$ cat src/rtl/vhw_pkg.sv
package vhw_pkg;
  localparam int VecW   = 128;
  localparam int WordW  = 32;
  localparam int RegIdxW = 5;
  localparam int SelW   = 5;

  localparam logic [3:0] PrefixA = 4'b0111;
  localparam logic [7:0] PrefixB = 8'b00101001;
  localparam logic [4:0] PrefixC = 5'b11101;

  typedef enum logic [1:0] {
    SZ8  = 2'd0,
    SZ16 = 2'd1,
    SZ32 = 2'd2,
    SZ64 = 2'd3
  } elemSize_e;

  typedef struct packed {
    logic      load;
    logic      signExt;
    elemSize_e size;
  } dpCtl_t;
endpackage

$ cat src/rtl/vhw_ctrl.sv
module vhw_ctrl
  import vhw_pkg::*;
(
  input  logic               clk,
  input  logic               rst,
  input  logic               inValid,
  input  logic [WordW-1:0]   inWord,
  input  logic               vecEn,
  output dpCtl_t             dpCtl,
  output logic               outValid,
  output logic               illegalOp,
  output logic               vecOff,
  output logic [RegIdxW-1:0] outDst,
  output logic [RegIdxW-1:0] outSrc
);
  logic           prefixOk;
  logic [SelW-1:0] sel;
  logic           selOk;
  logic           wellFormed;

  assign prefixOk   = (inWord[31:28] == PrefixA) && (inWord[27:20] == PrefixB)
                   && (inWord[19:15] == PrefixC);
  assign sel        = inWord[14:10];
  assign selOk      = (sel[4:3] == 2'b11);
  assign wellFormed = prefixOk && selOk;

  always_comb begin
    dpCtl.load    = inValid && wellFormed && vecEn;
    dpCtl.signExt = ~sel[2];
    dpCtl.size    = elemSize_e'(sel[1:0]);
  end

  always_ff @(posedge clk) begin
    if (rst) begin
      outValid  <= 1'b0;
      illegalOp <= 1'b0;
      vecOff    <= 1'b0;
      outDst    <= '0;
      outSrc    <= '0;
    end else begin
      outValid  <= inValid && wellFormed && vecEn;
      illegalOp <= inValid && !wellFormed;
      vecOff    <= inValid && wellFormed && !vecEn;
      if (inValid) begin
        outDst <= inWord[4:0];
        outSrc <= inWord[9:5];
      end
    end
  end


  flags_exclusive_chk: assert property (@(posedge clk) disable iff (rst)
    $countones({outValid, illegalOp, vecOff}) <= 1);


  idle_quiet_chk: assert property (@(posedge clk) disable iff (rst)
    !inValid |=> !(outValid || illegalOp || vecOff));


  vec_off_chk: assert property (@(posedge clk) disable iff (rst)
    (inValid && !vecEn && !illegalOp && prefixOk && selOk) |=> (vecOff && !outValid));


  idx_capture_chk: assert property (@(posedge clk) disable iff (rst)
    inValid |=> (outDst == $past(inWord[4:0]) && outSrc == $past(inWord[9:5])));
endmodule

$ cat src/rtl/vhw_dp.sv
module vhw_dp
  import vhw_pkg::*;
(
  input  logic            clk,
  input  logic            rst,
  input  dpCtl_t          dpCtl,
  input  logic [VecW-1:0] inVec,
  output logic [VecW-1:0] outResult
);
  localparam int NumSizes = 4;
  localparam int HalfW    = VecW / 2;

  logic [VecW-1:0] widened [NumSizes];

  for (genvar s = 0; s < NumSizes; s++) begin : g_size
    localparam int SrcW  = 8 << s;
    localparam int DstW  = 2 * SrcW;
    localparam int Count = VecW / DstW;
    for (genvar i = 0; i < Count; i++) begin : g_elem
      logic [SrcW-1:0] srcElem;
      assign srcElem = inVec[HalfW + i*SrcW +: SrcW];
      assign widened[s][i*DstW +: DstW] =
        {{SrcW{dpCtl.signExt & srcElem[SrcW-1]}}, srcElem};
    end
  end

  always_ff @(posedge clk) begin
    if (rst) outResult <= '0;
    else if (dpCtl.load) outResult <= widened[dpCtl.size];
  end


  hold_chk: assert property (@(posedge clk) disable iff (rst)
    !$past(dpCtl.load) |-> $stable(outResult));


  quad_low_chk: assert property (@(posedge clk) disable iff (rst)
    (dpCtl.load && dpCtl.size == SZ64) |=> (outResult[63:0] == $past(inVec[127:64])));


  zero_fill_chk: assert property (@(posedge clk) disable iff (rst)
    (dpCtl.load && !dpCtl.signExt && dpCtl.size == SZ64) |=> (outResult[127:64] == '0));
endmodule

$ cat src/rtl/vhw_top.sv
module vhw_top
  import vhw_pkg::*;
(
  input  logic           clk,
  input  logic           rst,
  input  logic           inValid,
  input  logic [31:0]    inWord,
  input  logic [127:0]   inVec,
  input  logic           vecEn,
  output logic [127:0]   outResult,
  output logic           outValid,
  output logic [4:0]     outDst,
  output logic [4:0]     outSrc,
  output logic           illegalOp,
  output logic           vecOff
);
  dpCtl_t dpCtl;

  vhw_ctrl u_ctrl (
    .clk(clk), .rst(rst), .inValid(inValid), .inWord(inWord), .vecEn(vecEn),
    .dpCtl(dpCtl), .outValid(outValid), .illegalOp(illegalOp), .vecOff(vecOff),
    .outDst(outDst), .outSrc(outSrc)
  );

  vhw_dp u_dp (
    .clk(clk), .rst(rst), .dpCtl(dpCtl), .inVec(inVec), .outResult(outResult)
  );
endmodule

$ cat config.mk
export PLATFORM = sky130hd
export DESIGN_NAME = vhw_top
export DESIGN_NICKNAME = d
export VERILOG_FILES = /design/src/rtl/vhw_pkg.sv /design/src/rtl/vhw_ctrl.sv /design/src/rtl/vhw_dp.sv /design/src/rtl/vhw_top.sv
export SDC_FILE = /design/constraint.sdc
export NUM_CORES = 1
export LEC_CHECK = 0
export ABC_AREA = 0
export CORE_MARGIN = 5
export CORE_UTILIZATION = 42
export CTS_CLUSTER_DIAMETER = 40
export DETAILED_ROUTE_END_ITERATION = 10
export PLACE_DENSITY = 0.92
export SKIP_CTS_REPAIR_TIMING = 1
export SKIP_LAST_GASP = 1
export SLEW_MARGIN = 20
export SYNTH_ARGS = -nofsm -noshare
export SYNTH_HDL_FRONTEND = slang
export SYNTH_HIERARCHICAL = 1
export SYNTH_SLANG_ARGS = --single-unit
$ cat constraint.sdc
create_clock -name clk -period 6.35 [get_ports clk]
set_input_delay 1.27 -clock clk [delete_from_list [all_inputs] [get_ports clk]]
set_output_delay 1.27 -clock clk [all_outputs]
set_load 0.02 [all_outputs]
* Yosys cells after proc, flatten, opt, wreduce, memory -nomap -nowiden *
Cells that the tools add are included.

operators by class
  add/sub/neg operators = 0
  $mul = 0
  divide/modulo/power cells = 0
  magnitude comparators = 1
  eq/ne operators = 4
  shifts and indexed selects = 0
  multiplexer cells = 3
  bitwise operators = 10
  reduce and logical (&&, ||, !) cells = 9

operators with widths
  cell                                                             number
  128-bit binary-select mux with 2-bit select                      1
  128-bit 2-to-1 mux                                               2
  1-bit AND                                                        8
  8-bit by 6-bit == test with 1-bit output, second input constant  1
  1-bit logical AND                                                7
  5-bit == test, second input constant                             1
  4-bit by 3-bit == test with 1-bit output, second input constant  1
  3-bit >= comparator, second input constant                       1
  2-bit NOT with 3-bit output                                      1
  2-bit == test, second input constant                             1
  1-bit zero test                                                  2
  1-bit NOT                                                        1

word-level totals
  bits in registers = 141
  latch bits = 0
  RAM bits = 0
  bits in read-only memories = 0
  input port bits = 164
  output and inout bits = 141
  logic and storage cells = 33
  memories kept = 0

* Logic depth before layout (Yosys ltp) *
  depth after elaboration = 6
  depth in mapped cells = 9
  mapped depth without buffers = 7

* Cells and area by module *
Netlist, hierarchy kept.

modules (own cells, without submodules)
  module    times used  cells an instance  area an instance (µm²)  seq. area each (µm²)
  vhw_dp    1           605                4913.5                  2422.3
  vhw_ctrl  1           51                 541.8                   260.2

* Least setup slack after synthesis *
Ideal clock, no wire load.

  path kind = input to register
  start point = input port inWord[31]
  end point = register u_dp.outResult[0]
  setup time = 0.128 ns
  arrival = 2.740 ns
  data required time = 6.222 ns
  path slack = 3.483 ns
  stages = 8
  buffers on the path = 3
  cell sequence = nor4b_4 > nand4_2 > nor3_1 > buf_2 > buf_2 > buf_2 > mux2i_1 > nor2_1

RTL lines
  element               line          source
  start, declared       vhw_top.sv:7  input logic [31:0] inWord,
  end signal, assigned  vhw_dp.sv:29  else if (dpCtl.load) outResult <= widened[dpCtl.size];
  end, declared         vhw_dp.sv:8   output logic [VecW-1:0] outResult

==> key figures <==
Final layout
  – Final Cell Area: 8527 um^2
  – Fill count: 1,042
  – Layout cells sized above 1: 6.057%
  – # diodes: 0
  – # nets final: 1,026
  – Synthesis-to-finish area growth: 56.31%

Critical path
  – Crit path DAT: 4230 ps
  – Worst EP required: 6600 ps
  – Type of element launching the critical path: input pin
  – Worst Path Max Fanout: 135
  – CP Capture Type: register
  – CP cell instances: clkdlybuf4s50_1 -> nand2_1 -> nor3_2 -> buf_12 -> inv_1 -> a21oi_1 -> a211oi_1
  – Crit path kind: input pin to register
  – Largest stage delay, worst path: 870 ps
  – Crit path max-delay cell type: clkdlybuf4s50_1

Logic synthesis
  – Synth top area share: 49.17%
  – Average cell area after synthesis: 8.316 um^2
  – Post-Syn Nets: 820
  – Yosys reg bits: 134
  – Synthesized cell area: 5455 um^2
  – Area contributors post-synth: dfxtp_1, nor2_1, nor3_1, a21oi_1, mux2i_1
  – Post-synth top area cell: dfxtp_1
  – Warnings from Yosys: 6
  – Gate Count Post-Synth: 656
  – Sequential share of the synthesized area: 49.17%
  – Distinct cells, synth: 47

Global routing
  – Antenna violations before repair: 0
  – Met3 Usage GRT: 9.718%
  – Grt total ovfl: 0
  – Met2 Resource Use GR: 40.72%
  – Busiest grt layer: met2
  – Total GRT Usage: 25.71%
  – Wire length of the first global-routing pass: 30,500 um
  – Vias in the first global route: 5,807
  – Met1 Use GR: 30.80%
  – Largest net degree at the start of global routing: 136

Placed design
  – Port Buffers: 240
  – Final RePlAce weighted congestion: 0.8616
  – Hpwl dp: 13,720 um
  – Cell Area, Placed: 7839 um^2
  – Setup Slack @ Placement: 2002 ps

Floorplanning
  – Die W: 124.0 um
  – Core Footprint: 12,670 um^2
  – Die Ht: 124.0 um
  – DIE AREA: 15,370 um^2
  – Initial Utilization: 43.05%
  – Ports: 305
  – # rows: 41

Routing
  – Iteration-0 DRC Markers: 534
  – WL per Instance: 19.26 um
  – Vias per cell: 5.527
  – DRT Pass-1 Iters: 5
  – Antenna Nets Post-Route: 0
  – Vias: 5,787
  – Final WL: 20,160 um
  – DR DRC count: 0

STA
  – Max_slew headroom: 42.72%
  – Hold Fails Final Rpt: 0
  – Fmax: 251.1 MHz
  – Post-route clock period utilization: 62.73%
  – RSZ-0062 raised after global routing: false
  – Total negative slack: 0 ps
  – Setup WS post-layout: 2367 ps
  – Setup-failing EPs final: 0
  – WHS: 467.2 ps
  – Max Slew Vio Count: 0
  – Layout Skew: 0 ps
  – Final min period: 3983 ps
  – Slew @ Worst Pin: 859.2 ps

CTS
  – CTS Sinks: 134
  – H-tree depth: 4
  – Inserted Clock Buffers: 17
  – Worst skew pair latency: 410 ps
  – Reg clk slew, reported paths: 60 ps
  – TritonCTS clock tree: built
  – Root Driver: clkbuf_16
  – Maximum root-to-sink buffer count: 2

Power and ir drop
  – Pwr per Cell Area: 251.4 nW/um^2
  – Leakage: 3.093 nW
  – Peak VDD IR: 0.0001914 V
  – Tot Pwr: 2.144 mW

Run status
  – Status: finished, final reports clean

Flow run
  – Max cap viols: 0

Worst hold path
  – Min-delay worst type: register to register
layout by cell type, fill, tap and decap left out, types with 3 or more instances in the layout:
cell,instances
clkbuf_16,17
dfxtp_1,134
o22ai_1,13
a211oi_1,15
inv_1,12
a21oi_1,76
nor2_1,131
clkdlybuf4s50_1,238
nor3_1,90
clkinvlp_4,3
mux2i_1,18
nand2b_1,3
buf_4,5
a31oi_1,3
clkbuf_8,3
a221oi_1,16
nand3_1,7
bufinv_16,6
a22oi_1,8
o21ai_2,3
nand2_1,27
o21ai_1,7
cell type report:
type                       count  area, um^2  area share, %
clock buffer                  20       466.7          5.473
inverter                      13       48.80         0.5723
tap                          172       215.2          2.524
sequential                   134        2683          31.46
timing repair buffer         245        2445          28.67
clock inverter                12       221.5          2.597
multi-input combinational    451        2447          28.70
layer usage:
layer  up-vias  wire, um
met5         -         0
li1       2722         -
met2       296      9578
met1      2712      7813
met3        57      2120
met4         0       653
cell usage after synthesis, drive strengths merged:
master	number
o21ba	1
nor4	2
mux2i	18
maj3	1
a22oi	8
and2	1
nor2b	2
and4bb	2
nand2b	3
a21oi	76
nand3	7
mux2	1
nand3b	1
a31oi	3
o221ai	3
o211ai	2
nand4	1
clkbuf	24
inv	13
a41o	1
dfxtp	134
nand2	28
a221oi	16
a211oi	15
a311oi	2
a2111oi	1
xnor2	1
or2	1
o22ai	13
a31o	1
and4	1
nor4b	1
nor3	91
nor2	132
o21ai	12
buf	34
a21o	2
nand4b	1
path summary, 6_finish.rpt:
kind / end / depth (start not counted) / start / slack [ps]
max: u_dp/outResult[28] / 7 / inValid / 2370
min reg2reg: u_dp/outResult[119] / 2 / u_dp/outResult[119] / 470
max reg2reg: u_dp/outResult[87] / 2 / u_dp/outResult[87] / 5470
min: u_dp/outResult[119] / 2 / u_dp/outResult[119] / 470
state kept, by name, summed over array words and instances, names as in the netlist:
register          flops
u_ctrl/illegalOp      1
u_ctrl/outDst         5
u_ctrl/outSrc         5
u_ctrl/outValid       1
u_ctrl/vecOff         1
u_dp/outResult      121
through the flow:
stage / instances / util, %
6_report: 1047 / 67.30
5_1_grt: 1047 / 67.30
4_1_cts: 1047 / 67.30
3_5_place_dp: 1015 / 61.86
3_3_place_gp: 1015 / 61.86
2_1_floorplan: 656 / -
report_power, final:
group / switching [mW] / leakage (nW) / internal [mW]
clock network: 0.369 / 0.329 / 0.767
registers: 0.00182 / 1.08 / 0.845
logic: 0.0837 / 1.68 / 0.0771
total: 0.454 / 3.09 / 1.69
cells by family after synthesis:
family / synth area share (%)
multiplexers: 3.509
adder cells (fa/ha/maj): 0.1835
flip-flops: 49.17
AO/OA/AOI/OAI: 18.21
buffers and inverters: 6.055
XOR/XNOR: 0.1606
AND/OR/NAND/NOR: 22.71
critical path, delay by kind of cell:
kind,cells,cell delay (ps)
buf+inv,3,1640
compound gates,2,870
simple gates,2,350
No activity file was read; power rests on OpenSTA's default activity.
